### src/rtl/cbp_pkg.sv
package cbp_pkg;
    localparam int COEFS      = 256;
    localparam int PAIRS      = COEFS / 2;
    localparam int PAIR_W     = $clog2(PAIRS);
    localparam int POLY_BYTES = PAIRS * 3;
    localparam int COEF_W     = 12;

    typedef enum logic [1:0] {
        ST_IDLE = 2'd0,
        ST_RUN  = 2'd1,
        ST_FIN  = 2'd2
    } cbp_state_e;
endpackage

### src/rtl/cbp_seq.sv
module cbp_seq
    import cbp_pkg::*;
#(
    parameter int NUM_POLY = 4,
    parameter int POLY_W   = 2
) (
    input  logic              clk,
    input  logic              rst_n,
    input  logic              start,
    output cbp_state_e        state,
    output logic [1:0]        phase,
    output logic [PAIR_W-1:0] pair,
    output logic [POLY_W-1:0] poly
);
    cbp_state_e state_d;
    logic       pair_end;
    logic       last_step;

    assign pair_end  = (pair == PAIR_W'(PAIRS - 1));
    assign last_step = (phase == 2'd3) && pair_end && (poly == POLY_W'(NUM_POLY - 1));

    // next-state decode
    always_comb begin
        state_d = state;
        unique case (state)
            ST_IDLE: if (start)     state_d = ST_RUN;
            ST_RUN:  if (last_step) state_d = ST_FIN;
            ST_FIN:                 state_d = ST_IDLE;
            default:                state_d = ST_IDLE;
        endcase
    end

    // state register
    always_ff @(posedge clk) begin
        if (!rst_n) state <= ST_IDLE;
        else        state <= state_d;
    end

    // phase / pair / polynomial counters
    always_ff @(posedge clk) begin
        if (!rst_n) begin
            phase <= 2'd0;
            pair  <= '0;
            poly  <= '0;
        end else if (state == ST_IDLE && start) begin
            phase <= 2'd0;
            pair  <= '0;
            poly  <= '0;
        end else if (state == ST_RUN) begin
            phase <= phase + 2'd1;
            if (phase == 2'd3) begin
                pair <= pair + 1'b1;
                if (pair_end) poly <= last_step ? '0 : poly + 1'b1;
            end
        end
    end
endmodule

### src/rtl/cbp_addr.sv
module cbp_addr
    import cbp_pkg::*;
#(
    parameter int NUM_POLY = 4,
    parameter int SPLIT    = 2,
    parameter int POLY_W   = 2,
    parameter int RD_AW    = 10,
    parameter int WR_AW    = 11
) (
    input  logic [1:0]        phase,
    input  logic [PAIR_W-1:0] pair,
    input  logic [POLY_W-1:0] poly,
    output logic              use_b,
    output logic [RD_AW-1:0]  rd_addr_a,
    output logic [RD_AW-1:0]  rd_addr_b,
    output logic [WR_AW-1:0]  wr_addr
);
    logic [POLY_W-1:0] local_poly;
    logic              half;
    logic [RD_AW-1:0]  rd_addr;

    always_comb begin
        use_b      = (int'(poly) >= SPLIT);
        local_poly = use_b ? (poly - POLY_W'(SPLIT)) : poly;
        half       = (phase != 2'd0);            // c0 in phase 0, c1 afterwards
        rd_addr    = RD_AW'({local_poly, pair, half});
        rd_addr_a  = use_b ? '0 : rd_addr;
        rd_addr_b  = use_b ? rd_addr : '0;
        wr_addr    = WR_AW'(poly) * WR_AW'(POLY_BYTES)
                   + WR_AW'(pair) * WR_AW'(3)
                   + WR_AW'(phase - 2'd1);
    end
endmodule

### src/rtl/cbp_bytes.sv
module cbp_bytes
    import cbp_pkg::*;
(
    input  logic              clk,
    input  logic              rst_n,
    input  logic              active,
    input  logic [1:0]        phase,
    input  logic [COEF_W-1:0] coef,
    output logic [7:0]        byte_o
);
    logic [3:0] c0_top;   // c0[11:8], held for the middle byte
    logic [7:0] c1_top;   // c1[11:4], held for the last byte

    always_ff @(posedge clk) begin
        if (!rst_n) begin
            c0_top <= '0;
            c1_top <= '0;
        end else if (active) begin
            if (phase == 2'd1) c0_top <= coef[11:8];
            if (phase == 2'd2) c1_top <= coef[11:4];
        end
    end

    always_comb begin
        unique case (phase)
            2'd1:    byte_o = coef[7:0];
            2'd2:    byte_o = {coef[3:0], c0_top};
            default: byte_o = c1_top;
        endcase
    end
endmodule

### src/rtl/coef_byte_packer.sv
module coef_byte_packer
    import cbp_pkg::*;
#(
    parameter int NUM_POLY = 4,
    parameter int SPLIT    = 2,
    localparam int POLY_W  = (NUM_POLY > 1) ? $clog2(NUM_POLY) : 1,
    localparam int RD_AW   = POLY_W + $clog2(COEFS),
    localparam int WR_AW   = $clog2(NUM_POLY * POLY_BYTES)
) (
    input  logic              clk,
    input  logic              rst_n,
    input  logic              start_i,
    output logic              done_o,
    output logic [RD_AW-1:0]  ram_a_addr_o,
    input  logic [COEF_W-1:0] ram_a_data_i,
    output logic [RD_AW-1:0]  ram_b_addr_o,
    input  logic [COEF_W-1:0] ram_b_data_i,
    output logic              wr_en_o,
    output logic [WR_AW-1:0]  wr_addr_o,
    output logic [7:0]        wr_data_o
);
    cbp_state_e        state;
    logic [1:0]        phase;
    logic [PAIR_W-1:0] pair;
    logic [POLY_W-1:0] poly;
    logic              use_b;
    logic [COEF_W-1:0] coef_sel;

    cbp_seq #(.NUM_POLY(NUM_POLY), .POLY_W(POLY_W)) seq_i (
        .clk   (clk),
        .rst_n (rst_n),
        .start (start_i),
        .state (state),
        .phase (phase),
        .pair  (pair),
        .poly  (poly)
    );

    cbp_addr #(
        .NUM_POLY (NUM_POLY),
        .SPLIT    (SPLIT),
        .POLY_W   (POLY_W),
        .RD_AW    (RD_AW),
        .WR_AW    (WR_AW)
    ) addr_i (
        .phase     (phase),
        .pair      (pair),
        .poly      (poly),
        .use_b     (use_b),
        .rd_addr_a (ram_a_addr_o),
        .rd_addr_b (ram_b_addr_o),
        .wr_addr   (wr_addr_o)
    );

    // poly is unchanged from the fetch cycle to the use cycle, so the
    // current group select lines up with the one-cycle RAM latency.
    assign coef_sel = use_b ? ram_b_data_i : ram_a_data_i;

    cbp_bytes bytes_i (
        .clk    (clk),
        .rst_n  (rst_n),
        .active (state == ST_RUN),
        .phase  (phase),
        .coef   (coef_sel),
        .byte_o (wr_data_o)
    );

    // output decode
    always_comb begin
        wr_en_o = (state == ST_RUN) && (phase != 2'd0);
        done_o  = (state == ST_FIN);
    end
endmodule

### config.mk
export PLATFORM = sky130hd
export DESIGN_NAME = coef_byte_packer
export DESIGN_NICKNAME = d
export VERILOG_FILES = /design/src/rtl/cbp_pkg.sv /design/src/rtl/cbp_seq.sv /design/src/rtl/cbp_addr.sv /design/src/rtl/cbp_bytes.sv /design/src/rtl/coef_byte_packer.sv
export SDC_FILE = /design/constraint.sdc
export NUM_CORES = 1
export LEC_CHECK = 0
export ABC_AREA = 1
export ABC_CLOCK_PERIOD_IN_PS = 3100
export BUFFER_PORTS_ARGS = -buffer_cell sky130_fd_sc_hd__buf_2
export CORE_ASPECT_RATIO = 1.2
export CORE_MARGIN = 4
export CORE_UTILIZATION = 48
export CTS_CLUSTER_SIZE = 16
export DETAILED_ROUTE_END_ITERATION = 8
export GPL_TIMING_DRIVEN = 0
export PLACE_DENSITY = 0.76
export SLEW_MARGIN = 20
export SYNTH_ARGS = -nofsm -noshare
export SYNTH_HDL_FRONTEND = slang
export SYNTH_SLANG_ARGS = --single-unit
export TNS_END_PERCENT = 1
### constraint.sdc
create_clock -name clk -period 3.1 [get_ports clk]
set_clock_uncertainty 0.15 [all_clocks]
set_input_delay 0.465 -clock clk [delete_from_list [all_inputs] [get_ports clk]]
set_output_delay 0.465 -clock clk [all_outputs]
set_load 0.1 [all_outputs]
== Word-level counts from Yosys, hierarchy flattened ==
Index checks and enable logic that the tools add are counted.

* Add/sub/neg operators: 7
* Multiply operators: 2
* Div/mod/pow operators: 0
* Magnitude comparators: 1
* Eq/ne operators: 9
* Shifts and indexed selects: 0
* Muxes and demuxes: 9
* Bitwise logic cells: 1
* Reduce and logical (&&, ||, !) cells: 12

{| class="wikitable"
|+ Operator list
! operator !! number
|-
| 10-bit 2-to-1 mux || 2
|-
| 8-bit one-hot mux with 2 select lines || 1
|-
| 12-bit 2-to-1 mux || 1
|-
| 11-bit adder || 1
|-
| 11-bit by 9-bit adder with 11-bit output || 1
|-
| 7-bit by 2-bit multiplier with 9-bit output, second input constant || 1
|-
| 2-bit == test, second input constant || 4
|-
| 2-bit 2-to-1 mux || 4
|-
| 2-bit AND reduction || 4
|-
| 7-bit by 1-bit adder with 7-bit output, second input constant || 1
|-
| 7-bit == test, second input constant || 1
|-
| 2-bit by 1-bit adder with 2-bit output, second input constant || 2
|-
| 2-bit by 1-bit == test with 1-bit output, second input constant || 2
|-
| 1-bit logical AND || 4
|-
| 2-bit by 2-bit multiplier with 4-bit output, second input constant || 1
|-
| 2-bit != test, second input constant || 2
|-
| 2-bit one-hot mux with 2 select lines || 1
|-
| 3-bit AND reduction || 1
|-
| 2-bit by 1-bit subtractor with 3-bit output, second input constant || 1
|-
| 2-bit greater-or-equal comparator, second input constant || 1
|-
| 2-bit logical NOT || 1
|-
| 2-bit nonzero test || 1
|-
| 2-bit OR reduction || 1
|-
| 2-bit subtractor, second input constant || 1
|-
| 1-bit NOT || 1
|}

* Register bits after elaboration: 25
* Bits in latches: 0
* RAM bits: 0
* ROM bits: 0
* Input port bits: 27
* Output and inout port bits: 41
* Word-level logic and storage cells: 47
* Memories kept: 0

== Longest topological paths before layout ==
* Depth after elaboration: 5
* Mapped depth: 14
* Gate-level depth less buffers: 13

== Modules after synthesis ==
A second synthesis with hierarchy kept.

* Cell total of the unflattened synthesis: 412
* Area total of the unflattened synthesis: 2539.9 µm²

{| class="wikitable"
|+ Modules (own cells, without submodules)
! module !! instances !! cells an instance !! area each (µm²) !! seq. area each (µm²)
|-
| cbp_addr || 1 || 156 || 1017.2 || 0.0
|-
| cbp_bytes || 1 || 132 || 733.2 || 240.2
|-
| cbp_seq || 1 || 79 || 609.3 || 260.2
|-
| coef_byte_packer || 1 || 45 || 180.2 || 0.0
|}

== Worst setup path after synthesis ==
Ideal clock, no wire load.

* Path type: reg2out
* Start point: reg seq_i.phase[0]
* End point: out wr_addr_o[6]
* Arrival: 3.676 ns
* Data required time: 2.485 ns
* Setup slack: -1.191 ns
* Stages on the path, launching flop included: 11
* Path buffers: 0
* Cell sequence: dfxtp_1 inv_1 ha_1 fa_1 inv_1 ha_1 ha_1 fa_1 nand3_1 nand3_1 xor2_1

* Longest elaborated chain between the ends: 2

{| class="wikitable"
|+ RTL lines
! item !! line !! text
|-
| start, declared || cbp_seq.sv:11 || <nowiki>output logic [1:0] phase,</nowiki>
|-
| start signal, assigned || cbp_seq.sv:50 || <nowiki>phase <= phase + 2'd1;</nowiki>
|-
| 2-bit by 1-bit subtractor with 3-bit output || cbp_addr.sv:31 || <nowiki>+ WR_AW'(phase - 2'd1);</nowiki>
|-
| 11-bit adder || cbp_addr.sv:31 ||
|-
| end, declared || coef_byte_packer.sv:19 || <nowiki>output logic [WR_AW-1:0] wr_addr_o,</nowiki>
|}

Every way passes these cells.

== Worst setup path after layout ==
* Start point: reg seq_i.phase[1]
* End point: out wr_addr_o[10]

The elaborated chain is that of the path after synthesis.

==> results.sh <==
export IMPL_ys_seq_elements=25
export IMPL_path_cells="inv_4, ha_4, fa_1, inv_2, ha_4, ha_4, fa_2, nand3_2, nand3_4, nand2_2, nand2_1, nand2_1, nand2_2, buf_12"
export IMPL_drtIter0Drc=77
export IMPL_leakage_uw=0.001832
export IMPL_synthArstFlopShare=0
export IMPL_drt_pass1_iterations=4
export IMPL_internal_power_uw=515.9
export IMPL_io_pins=68
export IMPL_path_max_fanout=3
export IMPL_max_freq_mhz=293.3
export IMPL_max_cap_violations=0
export IMPL_syn_area_um2=2465
export IMPL_io_buffers=66
export IMPL_slowest_stage="fa_1"
export IMPL_critPathMaxStageDelay_ns=0.49
export IMPL_synth_cell_type_count=27
export IMPL_synthTopCellsByCount="126 x nand2_1, 65 x inv_1, 33 x a21oi_1, 33 x ha_1, 29 x nor2_1"
export IMPL_synth_top_area_cell="dfxtp_1"
export IMPL_synthCells=388
export IMPL_final_area_um2=3308
export IMPL_gp_congestion=0.9417
export IMPL_grt_overflow_total=0
export IMPL_synth_area_top_cells="dfxtp_1 20%, nand2_1 19%, ha_1 17%"
export IMPL_syn_avg_cell_area_um2=6.353
export IMPL_cp_end_kind="primary output"
export IMPL_clkPwrFrac=0.226
export IMPL_wl_per_cell_um=12.01
export IMPL_start_kind="flop"
export IMPL_rsz0062_at_grt="true"
export IMPL_p_seq_frac=0.381
export IMPL_synth_most_common_cell="nand2_1"
export IMPL_antennaDiodeCount=0
export IMPL_final_cells=521
export IMPL_clockBufferDepth=2
export IMPL_ant_nets=0
export IMPL_drc=0
export IMPL_worstPathRequired_ns=2.48
export IMPL_finalHoldViolations=0
export IMPL_wl_um=6257
export IMPL_numClockSinks=25
export IMPL_cts_hold_buf=0
export IMPL_ys_flop_type="dfxtp_1"
export IMPL_coreArea_um2=4940
export IMPL_cts_buffers=3
export IMPL_root_buffer="clkbuf_8"
export IMPL_crit_arrival_ns=2.79
export IMPL_critPathKind="reg2out"
export IMPL_fin_ws_ns=-0.3094
export IMPL_clk_pin_slew_ns=0.09
export IMPL_maxSlewViolCount=0
export IMPL_antenna_found_initial=0
export IMPL_die_area_um2=6350
export IMPL_worstSetupStartpoint="seq_i.phase[1]"
export IMPL_tritoncts="done"
export IMPL_p_sw_frac=0.3975
export IMPL_final_util=0.6697
export IMPL_status="finished with violations"
export IMPL_worstReg2RegStart="seq_i.phase[1]"
export IMPL_h_tree_depth=1
export IMPL_synth_nets=453
export IMPL_pwr_density_cell_nw_per_um2=258.9
export IMPL_setup_viol=8
export IMPL_area_delta_synth_final_pct=34.21
export IMPL_hpwlAfterDp_um=4972
export IMPL_die_x_um=73.42
export IMPL_fin_crit_ns=3.409
export IMPL_start_util=0.4990
export IMPL_drive_gt1_frac=0.2690
export IMPL_vias=2576
export IMPL_synth_edf_count=0
export IMPL_p_comb_frac=0.393
export IMPL_place_inst=514
export IMPL_critPathMostFrequentCell="ha_4"
export IMPL_worstHoldStart="bytes_i.c1_top[6]"
export IMPL_fin_crit_sh=1.100
export IMPL_grt_first_pass_wirelength_um=10770
export IMPL_place_ws_ns=-0.3776
export IMPL_die_h_um=86.50
export IMPL_grt_max_degree=15
export IMPL_synth_warnings=0
export IMPL_place_area_um2=3004
export IMPL_grt_use_total=0.2074
export IMPL_viasPerCell=4.944
export IMPL_row_count=28
export IMPL_synth_top_area_frac=0.2030
export IMPL_violations="negative setup slack"
export IMPL_num_nets_final=527
export IMPL_peakVddDrop_uv=200.2
export IMPL_worstSkewPairLatency_ns=0.26
export IMPL_hp_class="reg2reg"
export IMPL_grt_pass1_vias=2544
export IMPL_switching_power_uw=340.4
export IMPL_ys_seq_area_frac=0.2030
==> stage by stage <==
step | TNS (ns) | hold slack [ns] | total power [uW]
6_report | -1.458 | 0.3214 | 856.4
5_1_grt | -2.274 | 0.3415 | 894.9
4_1_cts | -1.523 | 0.3234 | 853.2
2_1_floorplan | -0.8474 | 0.2954 | 574.1
3_5_place_dp | -1.861 | 0.3096 | 623.3
3_3_place_gp | -1.682 | 0.3067 | 620.9
==> kinds of logic after synthesis <==
family,count (synthesis),share of synthesized area
XOR/XNOR,8,0.02843
AND/OR/NAND/NOR,191,0.3233
AO/OA/AOI/OAI,46,0.1020
other,1,0.001521
buffers and inverters,79,0.1335
flip-flops,25,0.2030
adder cells (fa/ha/maj),38,0.2081
==> path summary, 6_finish.rpt <==
kind	end	slack (ns)	depth (start not counted)
min	bytes_i.c1_top[6]	0.32	2
max reg2reg	bytes_i.c1_top[0]	1.35	7
max	wr_addr_o[10]	-0.31	14
min reg2reg	bytes_i.c1_top[6]	0.32	2
==> worst max-delay path, delay by kind of cell (launching register included) <==
family                     cells  cell delay (ns)
buffers and inverters          3             0.25
and+or+nand+nor                6             0.50
DFF                            1             0.37
adders and majority gates      5             1.40
==> area by class of cell <==
class,instances,area [um2]
multi-input combinational,284,1867
fill,426,1632
sequential,25,510.5
timing repair buffer,69,473.0
inverter,68,264.0
tap,60,75.07
buffer,11,72.57
clock buffer,3,41.29
clock inverter,1,5.005
==> routing by layer <==
layer / global-route usage / vias up / share of wire
li1: - / 1339 / -
met1: 0.2343 / 1147 / 0.39
met2: 0.4036 / 74 / 0.53
met3: 0.02088 / 16 / 0.050
met4: 0.05272 / 0 / 0.023
met5: 0 / - / 0
==> power groups by stage <==
stage / logic, uW / clock network (uW) / registers (uW)
after global placement: 285 / 0 / 335
after detailed placement: 288 / 0 / 335
after global routing: 362 / 206 / 327
after floorplan: 239 / 0 / 335
after CTS: 331 / 196 / 326
final: 337 / 193 / 326
==> what timing repair did <==
action | in CTS | in global routing
setup buffers | 2 | 1
setup endpoints to repair | 8 | 8
pin swaps | 4 | 6
resized for setup | 47 | 6
==> sequential cells by signal, indices dropped and copies added (netlist names) <==
| register | cells |
|---|---|
| seq_i.phase | 2 |
| seq_i.pair | 7 |
| bytes_i.c0_top | 4 |
| bytes_i.c1_top | 8 |
| seq_i.poly | 2 |
| seq_i.state | 2 |
==> cells in the final DEF, fill, tap and decap left out, drive strengths merged <==
master | synthesis | layout
o21bai | 1 | 1
fa | 5 | 5
clkinv | 1 | 2
nand4 | 1 | 1
clkbuf | 3 | 6
dfxtp | 25 | 25
ha | 33 | 33
nor2 | 32 | 32
conb | 1 | 1
nor4 | 1 | 1
a21oi | 34 | 34
xor2 | 8 | 8
o21ai | 8 | 8
buf | 8 | 77
nand2 | 129 | 129
nand3 | 27 | 27
nor3 | 1 | 1
a21o | 3 | 3
inv | 67 | 67
Power figures use the tool's default switching activity.
